**src/rtl/mc_ctrl_seq_pkg.sv**
```systemverilog
// Shared definitions for the multicycle control sequencer.
// Assumes a 6-bit opcode field and at most 16 states in a 4-bit register.
package mc_ctrl_seq_pkg;

    localparam int STATE_W = 4;

    // Sequencer states; the numeric values are internal to the block.
    typedef enum logic [STATE_W-1:0] {
        ST_FETCH    = 4'd0,
        ST_DECODE   = 4'd1,
        ST_MEM_ADDR = 4'd2,
        ST_MEM_RD   = 4'd3,
        ST_LOAD_WB  = 4'd4,
        ST_MEM_WR   = 4'd5,
        ST_REG_EXE  = 4'd6,
        ST_REG_WB   = 4'd7,
        ST_BRANCH   = 4'd8,
        ST_JUMP     = 4'd9,
        ST_TRAP_UND = 4'd10,
        ST_TRAP_OVF = 4'd11
    } ctl_state_e;

    // PC source encodings
    localparam logic [1:0] PCS_ALU  = 2'b00;
    localparam logic [1:0] PCS_AREG = 2'b01;
    localparam logic [1:0] PCS_JMP  = 2'b10;
    localparam logic [1:0] PCS_VEC  = 2'b11;

    // ALU function encodings
    localparam logic [1:0] AOP_ADD  = 2'b00;
    localparam logic [1:0] AOP_SUB  = 2'b01;
    localparam logic [1:0] AOP_FUNC = 2'b10;

    // ALU B operand encodings
    localparam logic [1:0] BSEL_REG  = 2'b00;
    localparam logic [1:0] BSEL_FOUR = 2'b01;
    localparam logic [1:0] BSEL_IMM  = 2'b10;
    localparam logic [1:0] BSEL_SHL  = 2'b11;

    // Bundle of every datapath control line driven in one state.
    typedef struct packed {
        logic       mem_rd;
        logic       mem_wr;
        logic       addr_sel;
        logic       ir_we;
        logic       pc_we;
        logic       pc_we_cond;
        logic [1:0] pc_src;
        logic [1:0] alu_op;
        logic       alu_a_sel;
        logic [1:0] alu_b_sel;
        logic       rf_we;
        logic       rf_dst_sel;
        logic       rf_data_sel;
        logic       epc_we;
        logic       cause_we;
        logic       cause_code;
    } ctl_word_t;

    localparam ctl_word_t CTL_IDLE = '0;

endpackage

```
**src/rtl/mc_ctrl_seq_state_reg.sv**
```systemverilog
// State register of the sequencer.
// Synchronous active-low reset forces the fetch state; otherwise it loads
// the next state every cycle.
module mc_ctrl_seq_state_reg
    import mc_ctrl_seq_pkg::*;
(
    input  logic       clk,
    input  logic       rst_n,
    input  ctl_state_e nxt,
    output ctl_state_e cur
);

    // Register the next state, reset to fetch.
    always_ff @(posedge clk) begin
        if (!rst_n) begin
            cur <= ST_FETCH;
        end else begin
            cur <= nxt;
        end
    end

endmodule

```
**src/rtl/mc_ctrl_seq_next.sv**
```systemverilog
// Next-state function of the sequencer.
// Branches on the opcode after decode, on load/store after address
// calculation, and on the overflow flag after register completion.
// Unused state codes fall back to fetch.
module mc_ctrl_seq_next
    import mc_ctrl_seq_pkg::*;
#(
    parameter int               OPC_W     = 6,
    parameter logic [OPC_W-1:0] OPC_REG   = 6'b000000,
    parameter logic [OPC_W-1:0] OPC_LOAD  = 6'b100011,
    parameter logic [OPC_W-1:0] OPC_STORE = 6'b101011,
    parameter logic [OPC_W-1:0] OPC_BEQ   = 6'b000100,
    parameter logic [OPC_W-1:0] OPC_JUMP  = 6'b000010
) (
    input  ctl_state_e       cur,
    input  logic [OPC_W-1:0] opcode,
    input  logic             ovf,
    output ctl_state_e       nxt
);

    logic is_mem;
    logic is_load;

    // Opcode class flags used by the two dispatch points.
    always_comb begin
        is_mem  = (opcode == OPC_LOAD) || (opcode == OPC_STORE);
        is_load = (opcode == OPC_LOAD);
    end

    // Select the successor of the current state.
    always_comb begin
        nxt = ST_FETCH;
        case (cur)
            ST_FETCH: nxt = ST_DECODE;
            ST_DECODE: begin
                if (is_mem)                  nxt = ST_MEM_ADDR;
                else if (opcode == OPC_REG)  nxt = ST_REG_EXE;
                else if (opcode == OPC_BEQ)  nxt = ST_BRANCH;
                else if (opcode == OPC_JUMP) nxt = ST_JUMP;
                else                         nxt = ST_TRAP_UND;
            end
            ST_MEM_ADDR: nxt = is_load ? ST_MEM_RD : ST_MEM_WR;
            ST_MEM_RD:   nxt = ST_LOAD_WB;
            ST_REG_EXE:  nxt = ST_REG_WB;
            ST_REG_WB:   nxt = ovf ? ST_TRAP_OVF : ST_FETCH;
            default:     nxt = ST_FETCH;
        endcase
    end

endmodule

```
**src/rtl/mc_ctrl_seq_decode.sv**
```systemverilog
// Moore output decoder of the sequencer.
// Maps the current state to the full control word.
// Any line not set for a state stays at zero.
module mc_ctrl_seq_decode
    import mc_ctrl_seq_pkg::*;
(
    input  ctl_state_e cur,
    output ctl_word_t  word
);

    // Build the control word for the current state.
    always_comb begin
        word = CTL_IDLE;
        case (cur)
            ST_FETCH: begin
                word.mem_rd    = 1'b1;
                word.ir_we     = 1'b1;
                word.pc_we     = 1'b1;
                word.alu_b_sel = BSEL_FOUR;
                word.alu_op    = AOP_ADD;
                word.pc_src    = PCS_ALU;
            end
            ST_DECODE: begin
                word.alu_b_sel = BSEL_SHL;
                word.alu_op    = AOP_ADD;
            end
            ST_MEM_ADDR: begin
                word.alu_a_sel = 1'b1;
                word.alu_b_sel = BSEL_IMM;
                word.alu_op    = AOP_ADD;
            end
            ST_MEM_RD: begin
                word.mem_rd   = 1'b1;
                word.addr_sel = 1'b1;
            end
            ST_LOAD_WB: begin
                word.rf_we       = 1'b1;
                word.rf_data_sel = 1'b1;
                word.rf_dst_sel  = 1'b0;
            end
            ST_MEM_WR: begin
                word.mem_wr   = 1'b1;
                word.addr_sel = 1'b1;
            end
            ST_REG_EXE: begin
                word.alu_a_sel = 1'b1;
                word.alu_b_sel = BSEL_REG;
                word.alu_op    = AOP_FUNC;
            end
            ST_REG_WB: begin
                word.rf_we       = 1'b1;
                word.rf_dst_sel  = 1'b1;
                word.rf_data_sel = 1'b0;
            end
            ST_BRANCH: begin
                word.alu_a_sel  = 1'b1;
                word.alu_b_sel  = BSEL_REG;
                word.alu_op     = AOP_SUB;
                word.pc_we_cond = 1'b1;
                word.pc_src     = PCS_AREG;
            end
            ST_JUMP: begin
                word.pc_we  = 1'b1;
                word.pc_src = PCS_JMP;
            end
            ST_TRAP_UND, ST_TRAP_OVF: begin
                word.cause_we   = 1'b1;
                word.epc_we     = 1'b1;
                word.pc_we      = 1'b1;
                word.alu_b_sel  = BSEL_FOUR;
                word.alu_op     = AOP_SUB;
                word.pc_src     = PCS_VEC;
                word.cause_code = (cur == ST_TRAP_OVF);
            end
            default: word = CTL_IDLE;
        endcase
    end

endmodule

```
**src/rtl/mc_ctrl_seq.sv**
```systemverilog
// Top of the multicycle control sequencer.
// A twelve-state Moore machine that drives every datapath control line from
// its state register. Opcode and overflow only steer state transitions.
// Assumes the opcode stays stable from decode to the end of the instruction.
module mc_ctrl_seq
    import mc_ctrl_seq_pkg::*;
#(
    parameter int               OPC_W     = 6,
    parameter logic [OPC_W-1:0] OPC_REG   = 6'b000000,
    parameter logic [OPC_W-1:0] OPC_LOAD  = 6'b100011,
    parameter logic [OPC_W-1:0] OPC_STORE = 6'b101011,
    parameter logic [OPC_W-1:0] OPC_BEQ   = 6'b000100,
    parameter logic [OPC_W-1:0] OPC_JUMP  = 6'b000010
) (
    input  logic             clk,
    input  logic             rst_n,
    input  logic [OPC_W-1:0] opcode,
    input  logic             ovf,
    output logic             mem_rd,
    output logic             mem_wr,
    output logic             addr_sel,
    output logic             ir_we,
    output logic             pc_we,
    output logic             pc_we_cond,
    output logic [1:0]       pc_src,
    output logic [1:0]       alu_op,
    output logic             alu_a_sel,
    output logic [1:0]       alu_b_sel,
    output logic             rf_we,
    output logic             rf_dst_sel,
    output logic             rf_data_sel,
    output logic             epc_we,
    output logic             cause_we,
    output logic             cause_code
);

    ctl_state_e state_q;
    ctl_state_e state_d;
    ctl_word_t  ctl;

    mc_ctrl_seq_state_reg u_state (
        .clk   (clk),
        .rst_n (rst_n),
        .nxt   (state_d),
        .cur   (state_q)
    );

    mc_ctrl_seq_next #(
        .OPC_W     (OPC_W),
        .OPC_REG   (OPC_REG),
        .OPC_LOAD  (OPC_LOAD),
        .OPC_STORE (OPC_STORE),
        .OPC_BEQ   (OPC_BEQ),
        .OPC_JUMP  (OPC_JUMP)
    ) u_next (
        .cur    (state_q),
        .opcode (opcode),
        .ovf    (ovf),
        .nxt    (state_d)
    );

    mc_ctrl_seq_decode u_dec (
        .cur  (state_q),
        .word (ctl)
    );

    // Spread the control word onto the output ports.
    always_comb begin
        mem_rd      = ctl.mem_rd;
        mem_wr      = ctl.mem_wr;
        addr_sel    = ctl.addr_sel;
        ir_we       = ctl.ir_we;
        pc_we       = ctl.pc_we;
        pc_we_cond  = ctl.pc_we_cond;
        pc_src      = ctl.pc_src;
        alu_op      = ctl.alu_op;
        alu_a_sel   = ctl.alu_a_sel;
        alu_b_sel   = ctl.alu_b_sel;
        rf_we       = ctl.rf_we;
        rf_dst_sel  = ctl.rf_dst_sel;
        rf_data_sel = ctl.rf_data_sel;
        epc_we      = ctl.epc_we;
        cause_we    = ctl.cause_we;
        cause_code  = ctl.cause_code;
    end

endmodule

```
**config.mk**
```make
export PLATFORM = sky130hd
export DESIGN_NAME = mc_ctrl_seq
export DESIGN_NICKNAME = d
export VERILOG_FILES = /design/src/rtl/mc_ctrl_seq_pkg.sv /design/src/rtl/mc_ctrl_seq_state_reg.sv /design/src/rtl/mc_ctrl_seq_next.sv /design/src/rtl/mc_ctrl_seq_decode.sv /design/src/rtl/mc_ctrl_seq.sv
export SDC_FILE = /design/constraint.sdc
export NUM_CORES = 1
export LEC_CHECK = 0
export ABC_AREA = 1
export BUFFER_PORTS_ARGS = -buffer_cell sky130_fd_sc_hd__buf_2
export CORE_MARGIN = 10
export CORE_UTILIZATION = 40
export CTS_BUF_LIST = sky130_fd_sc_hd__clkbuf_16
export CTS_CLUSTER_SIZE = 30
export DETAILED_ROUTE_END_ITERATION = 12
export HOLD_SLACK_MARGIN = 0.08
export PLACE_DENSITY = 0.72
export SYNTH_ARGS = -nofsm -noshare
export SYNTH_HDL_FRONTEND = slang
export SYNTH_HIERARCHICAL = 1
export SYNTH_SLANG_ARGS = --single-unit
```
**constraint.sdc**
```tcl
create_clock -name clk -period 1.6 [get_ports clk]
set_input_delay 0.08 -clock clk [delete_from_list [all_inputs] [get_ports clk]]
set_output_delay 0.08 -clock clk [all_outputs]
set_load 0.02 [all_outputs]
```
# ---- After elaboration in Yosys (flattened, before gate mapping)
# Index checks and enable logic that the tools add are counted.
dict set report word_totals {
  regBits 4
  elab_cells 45
}
dict set report op_classes {
  n_eq_ne 15
  muxes 19
  n_reduce_logical 10
}
# op count
set ops {}
lappend ops {{4-bit case mux with 6 select lines} 1}
lappend ops {{4-bit by 3-bit equality test with 1-bit output, second input constant} 4}
lappend ops {{4-bit equality test, second input constant} 4}
lappend ops {{4-bit 2-to-1 mux} 4}
lappend ops {{6-bit equality test, second input constant} 2}
lappend ops {{2-bit case mux with 3 select lines} 2}
lappend ops {{3-bit OR reduction} 3}
lappend ops {{4-bit by 2-bit equality test with 1-bit output, second input constant} 2}
lappend ops {{1-bit 2-to-1 mux} 7}
lappend ops {{6-bit by 2-bit equality test with 1-bit output, second input constant} 1}
lappend ops {{6-bit by 3-bit equality test with 1-bit output, second input constant} 1}
lappend ops {{6-bit zero test} 1}
lappend ops {{3-bit 2-to-1 mux} 2}
lappend ops {{3-bit case mux with 2 select lines} 1}
lappend ops {{2-bit OR reduction} 3}
lappend ops {{4-bit by 1-bit equality test with 1-bit output, second input constant} 1}
lappend ops {{4-bit zero test} 1}
lappend ops {{2-bit case mux with 2 select lines} 1}
lappend ops {{4-bit OR reduction} 1}
lappend ops {{2-bit 2-to-1 mux} 1}
lappend ops {{1-bit logical OR} 1}

# ---- Logic depth before layout (Yosys ltp)
dict set report logic_depth {
  ltp_word 6
  depth_mapped 9
  ltp_nobuf 9
}

# ---- Hierarchy
# The synthesis kept the hierarchy.
# mod instances cells_per_inst area_per_inst_um2 seq_area_each_um2
set by_module_without_submodules {}
lappend by_module_without_submodules {mc_ctrl_seq_next 1 50 224.0 0.0}
lappend by_module_without_submodules {mc_ctrl_seq_decode 1 47 195.2 0.0}
lappend by_module_without_submodules {mc_ctrl_seq_state_reg 1 12 110.1 80.1}

# ---- Least setup slack after synthesis
# No wires, ideal clock.
dict set report synth_timing {
  path_type {register to output}
  start {reg u_state.cur[3]}
  end {out epc_we}
  t_arrival_ns 1.039
  required_time_ns 1.520
  path_slack_ns 0.481
  path_stages_with_launch 6
  path_buffers 1
  cell_sequence {dfxtp_1 > inv_1 > nor2_4 > nand2_1 > inv_1 > buf_4}
}
dict set report synth_via {
  elab_chain_len 3
  word_cells_on_any_way 4
  cone_classes {eq/ne (2); mux (1); reduce/logical (1)}
}
# item line
set synth_lines {}
lappend synth_lines {{from (decl)} mc_ctrl_seq_state_reg.sv:10} ;# output ctl_state_e cur
lappend synth_lines {{from (signal assigned)} mc_ctrl_seq_state_reg.sv:18} ;# cur <= nxt;
lappend synth_lines {{4-bit equality test} mc_ctrl_seq_decode.sv:14} ;# case (cur)
lappend synth_lines {{2-bit OR reduction (*)} -}
lappend synth_lines {{3-bit 2-to-1 mux (*)} mc_ctrl_seq_decode.sv:14}
lappend synth_lines {{to (decl)} mc_ctrl_seq.sv:32} ;# output logic epc_we,
# Every way passes the cells marked *; elsewhere a longest branch is shown, timed or not.

# ---- Final worst setup path
dict set report layout_timing {
  start {reg u_state.cur[0]}
  end {out addr_sel}
}
dict set report layout_via {
  elab_chain_len 3
  word_cells_on_any_way 4
  cone_classes {eq/ne (2); mux (1); reduce/logical (1)}
}
# item line
set layout_lines {}
lappend layout_lines {{4-bit by 3-bit equality test with 1-bit output or 4-bit by 2-bit equality test with 1-bit output (tied branches)} mc_ctrl_seq_decode.sv:14}
lappend layout_lines {{2-bit OR reduction (no line) (*)} -}
lappend layout_lines {{1-bit 2-to-1 mux (*)} mc_ctrl_seq_decode.sv:14}
lappend layout_lines {{to (decl)} mc_ctrl_seq.sv:21} ;# output logic addr_sel,
# Marks and branches as above.

==> metrics <==
grt ovf 0; RSZ-0062 raised after global routing false; syn avg cell area 4.856 um^2; post-cts gate resize count 0; Final Cycle Share 85.74%; area delta synth->final 41.84%; via count 690; hold slack 85.08 ps; Yosys reg bits 4; Largest regs u_state/cur: 4 flops; Seq/Total Area, Yosys 15.13%; pin count of the biggest net entering global routing 12; met3 GRT Util 3.596%; clock skew 1.318 ps; met1 Use GR 9.375%; Final ANT Viol Nets 0; Final min period between 1000 and 1500 ps; vias in the first global route 600; syn nets between 100 and 150; Rows 13; f_max 729.0 MHz; final instance area about 750 um^2; HPWL after DPL between 1000 and 1500 um; Total GRT Usage 8.187%; number of I/O pins 28; clk slew on worst S/H paths around 30 ps; Final setup viols 0; CTS H-tree depth 1; Initial Utilization between 40% and 50%; nets 149; Power Dens Cells between 1500 and 2000 mW/mm^2; gr busiest metal met2; LEAKAGE between 0.0005 and 0.0006 uW; CTS root buffer clkbuf_16; Final Hold Fails 0; run status finished, final reports clean; gpl congestion between 0.8 and 0.9; Clock Latency Late Sink 220 ps; core area approximately 0.0013 mm^2; met2 usage 13.47%; post-layout util 59.17%; CTS tree done; crit path launch type flip-flop; Worst EP required between 1500 and 2000 ps; Post-CTS Setup Bufs 0; initial antenna violation count 0; CTS max path bufs 2; # placed instances 150; Critical Path AT 1290 ps; VDD IR max 1212 uV; Max Fanout on Critical Path 10; hold bufs inserted after CTS 0; routed wire length per instance 9.078 um; DIE AREA 0.003178 mm^2; YS warnings 6; Largest Register u_state/cur; Vias/cell 4.510; Hold Path Class input port to flip-flop; Slew Limit Fails 0; max FFs per register 4; element type at the critical path end output pin; layout cells sized above 1 34.06%; WL final 1389 um; Die Width 56.38 um; Post-Syn Instances 109; Vert. Die Dim 56.38 um; diode count 0; CTS Buf Count 3; Synth cell types 15; Final Non-Filler Cells between 150 and 200; placed instance area between 600 and 700 um^2; IO buf count 27; clk sinks 4; Iteration-0 DRC Markers 17; Mapped Area 529.3 um^2; Least-Margin Pin Slew 374.7 ps; DRC 0; max-cap violation count 0; drt pass-1 iters 4; kind of critical path flip-flop to output pin; slew margin rel. 74.99%; first-pass GRT wire length 2339 um; final total negative setup slack 0 ps
cells in the mapped netlist, drive strengths merged:
cell	instances	area, um^2
buf	1	7.510
nor3	1	5.000
a21oi	1	5.000
dfxtp	4	80.08
nor2	27	126.4
o211ai	1	7.510
clkinv	1	3.750
nand3	10	50.05
nand2b	1	6.260
nand2	38	147.6
inv	24	90.09
metrics by stage:
step,total power [uW],setup WS (ps)
2_1_floorplan,737.6,481.5
3_3_place_gp,953.1,460.2
3_5_place_dp,954.9,460.7
4_1_cts,1336,228.5
5_1_grt,1442,71.72
6_report,1321,228.2
routing by layer:
layer | routed length [um] | up-vias
li1 | - | 376
met1 | 624 | 287
met2 | 595 | 27
met3 | 168 | 0
met4 | 0 | 0
met5 | 0 | -
cells in the final DEF (no fill, tap or decap):
cell and instances:
nand2_1 36, a21oi_1 1, clkinv_1 1, clkbuf_16 3
nand2_2 2, nor2_4 1, inv_2 7, o211ai_1 1
nand2b_1 1, dfxtp_1 4, inv_1 17, nor2_2 7
nand3_1 10, buf_2 27, nor2_1 19, nor3_1 1
cells by family after synthesis:
group	count (synthesis)	synth area share, %
and+or+nand+nor	77	63.36
buffers and inverters	26	19.15
DFF	4	15.13
AOI/OAI and AO/OA	2	2.364
where the power goes:
group / switching (uW) / internal [uW] / total [uW]
sequential: 71.1 / 130 / 201
combinational: 500 / 245 / 745
clock: 56.9 / 318 / 375
total: 628 / 693 / 1320
area by class of cell:
cell class                      instances  area (um^2)
Fill cell                             121        518.0
Multi-Input combinational cell         79        347.8
Timing Repair Buffer                   27        135.1
Inverter                               25        93.84
Sequential cell                         4        80.08
Clock buffer                            3        75.07
Tap cell                               15        18.77
worst paths after layout:
kind,startpoint,to,slack [ps],cells past startpoint
setup reg to reg,u_state/cur[1],u_state/cur[0],440,7
setup / recovery,u_state/cur[0],addr_sel,230,5
hold reg to reg,u_state/cur[1],u_state/cur[1],770,4
hold / removal,rst_n,u_state/cur[0],90,3
worst max-delay path, stage by stage, from the launching register on:
cell     delay (ps)
dfxtp_1         510
inv_2            90
nor2_2          170
nand2_1          90
nand2_1          60
buf_2           160
No activity file was read; power rests on OpenSTA's default activity.
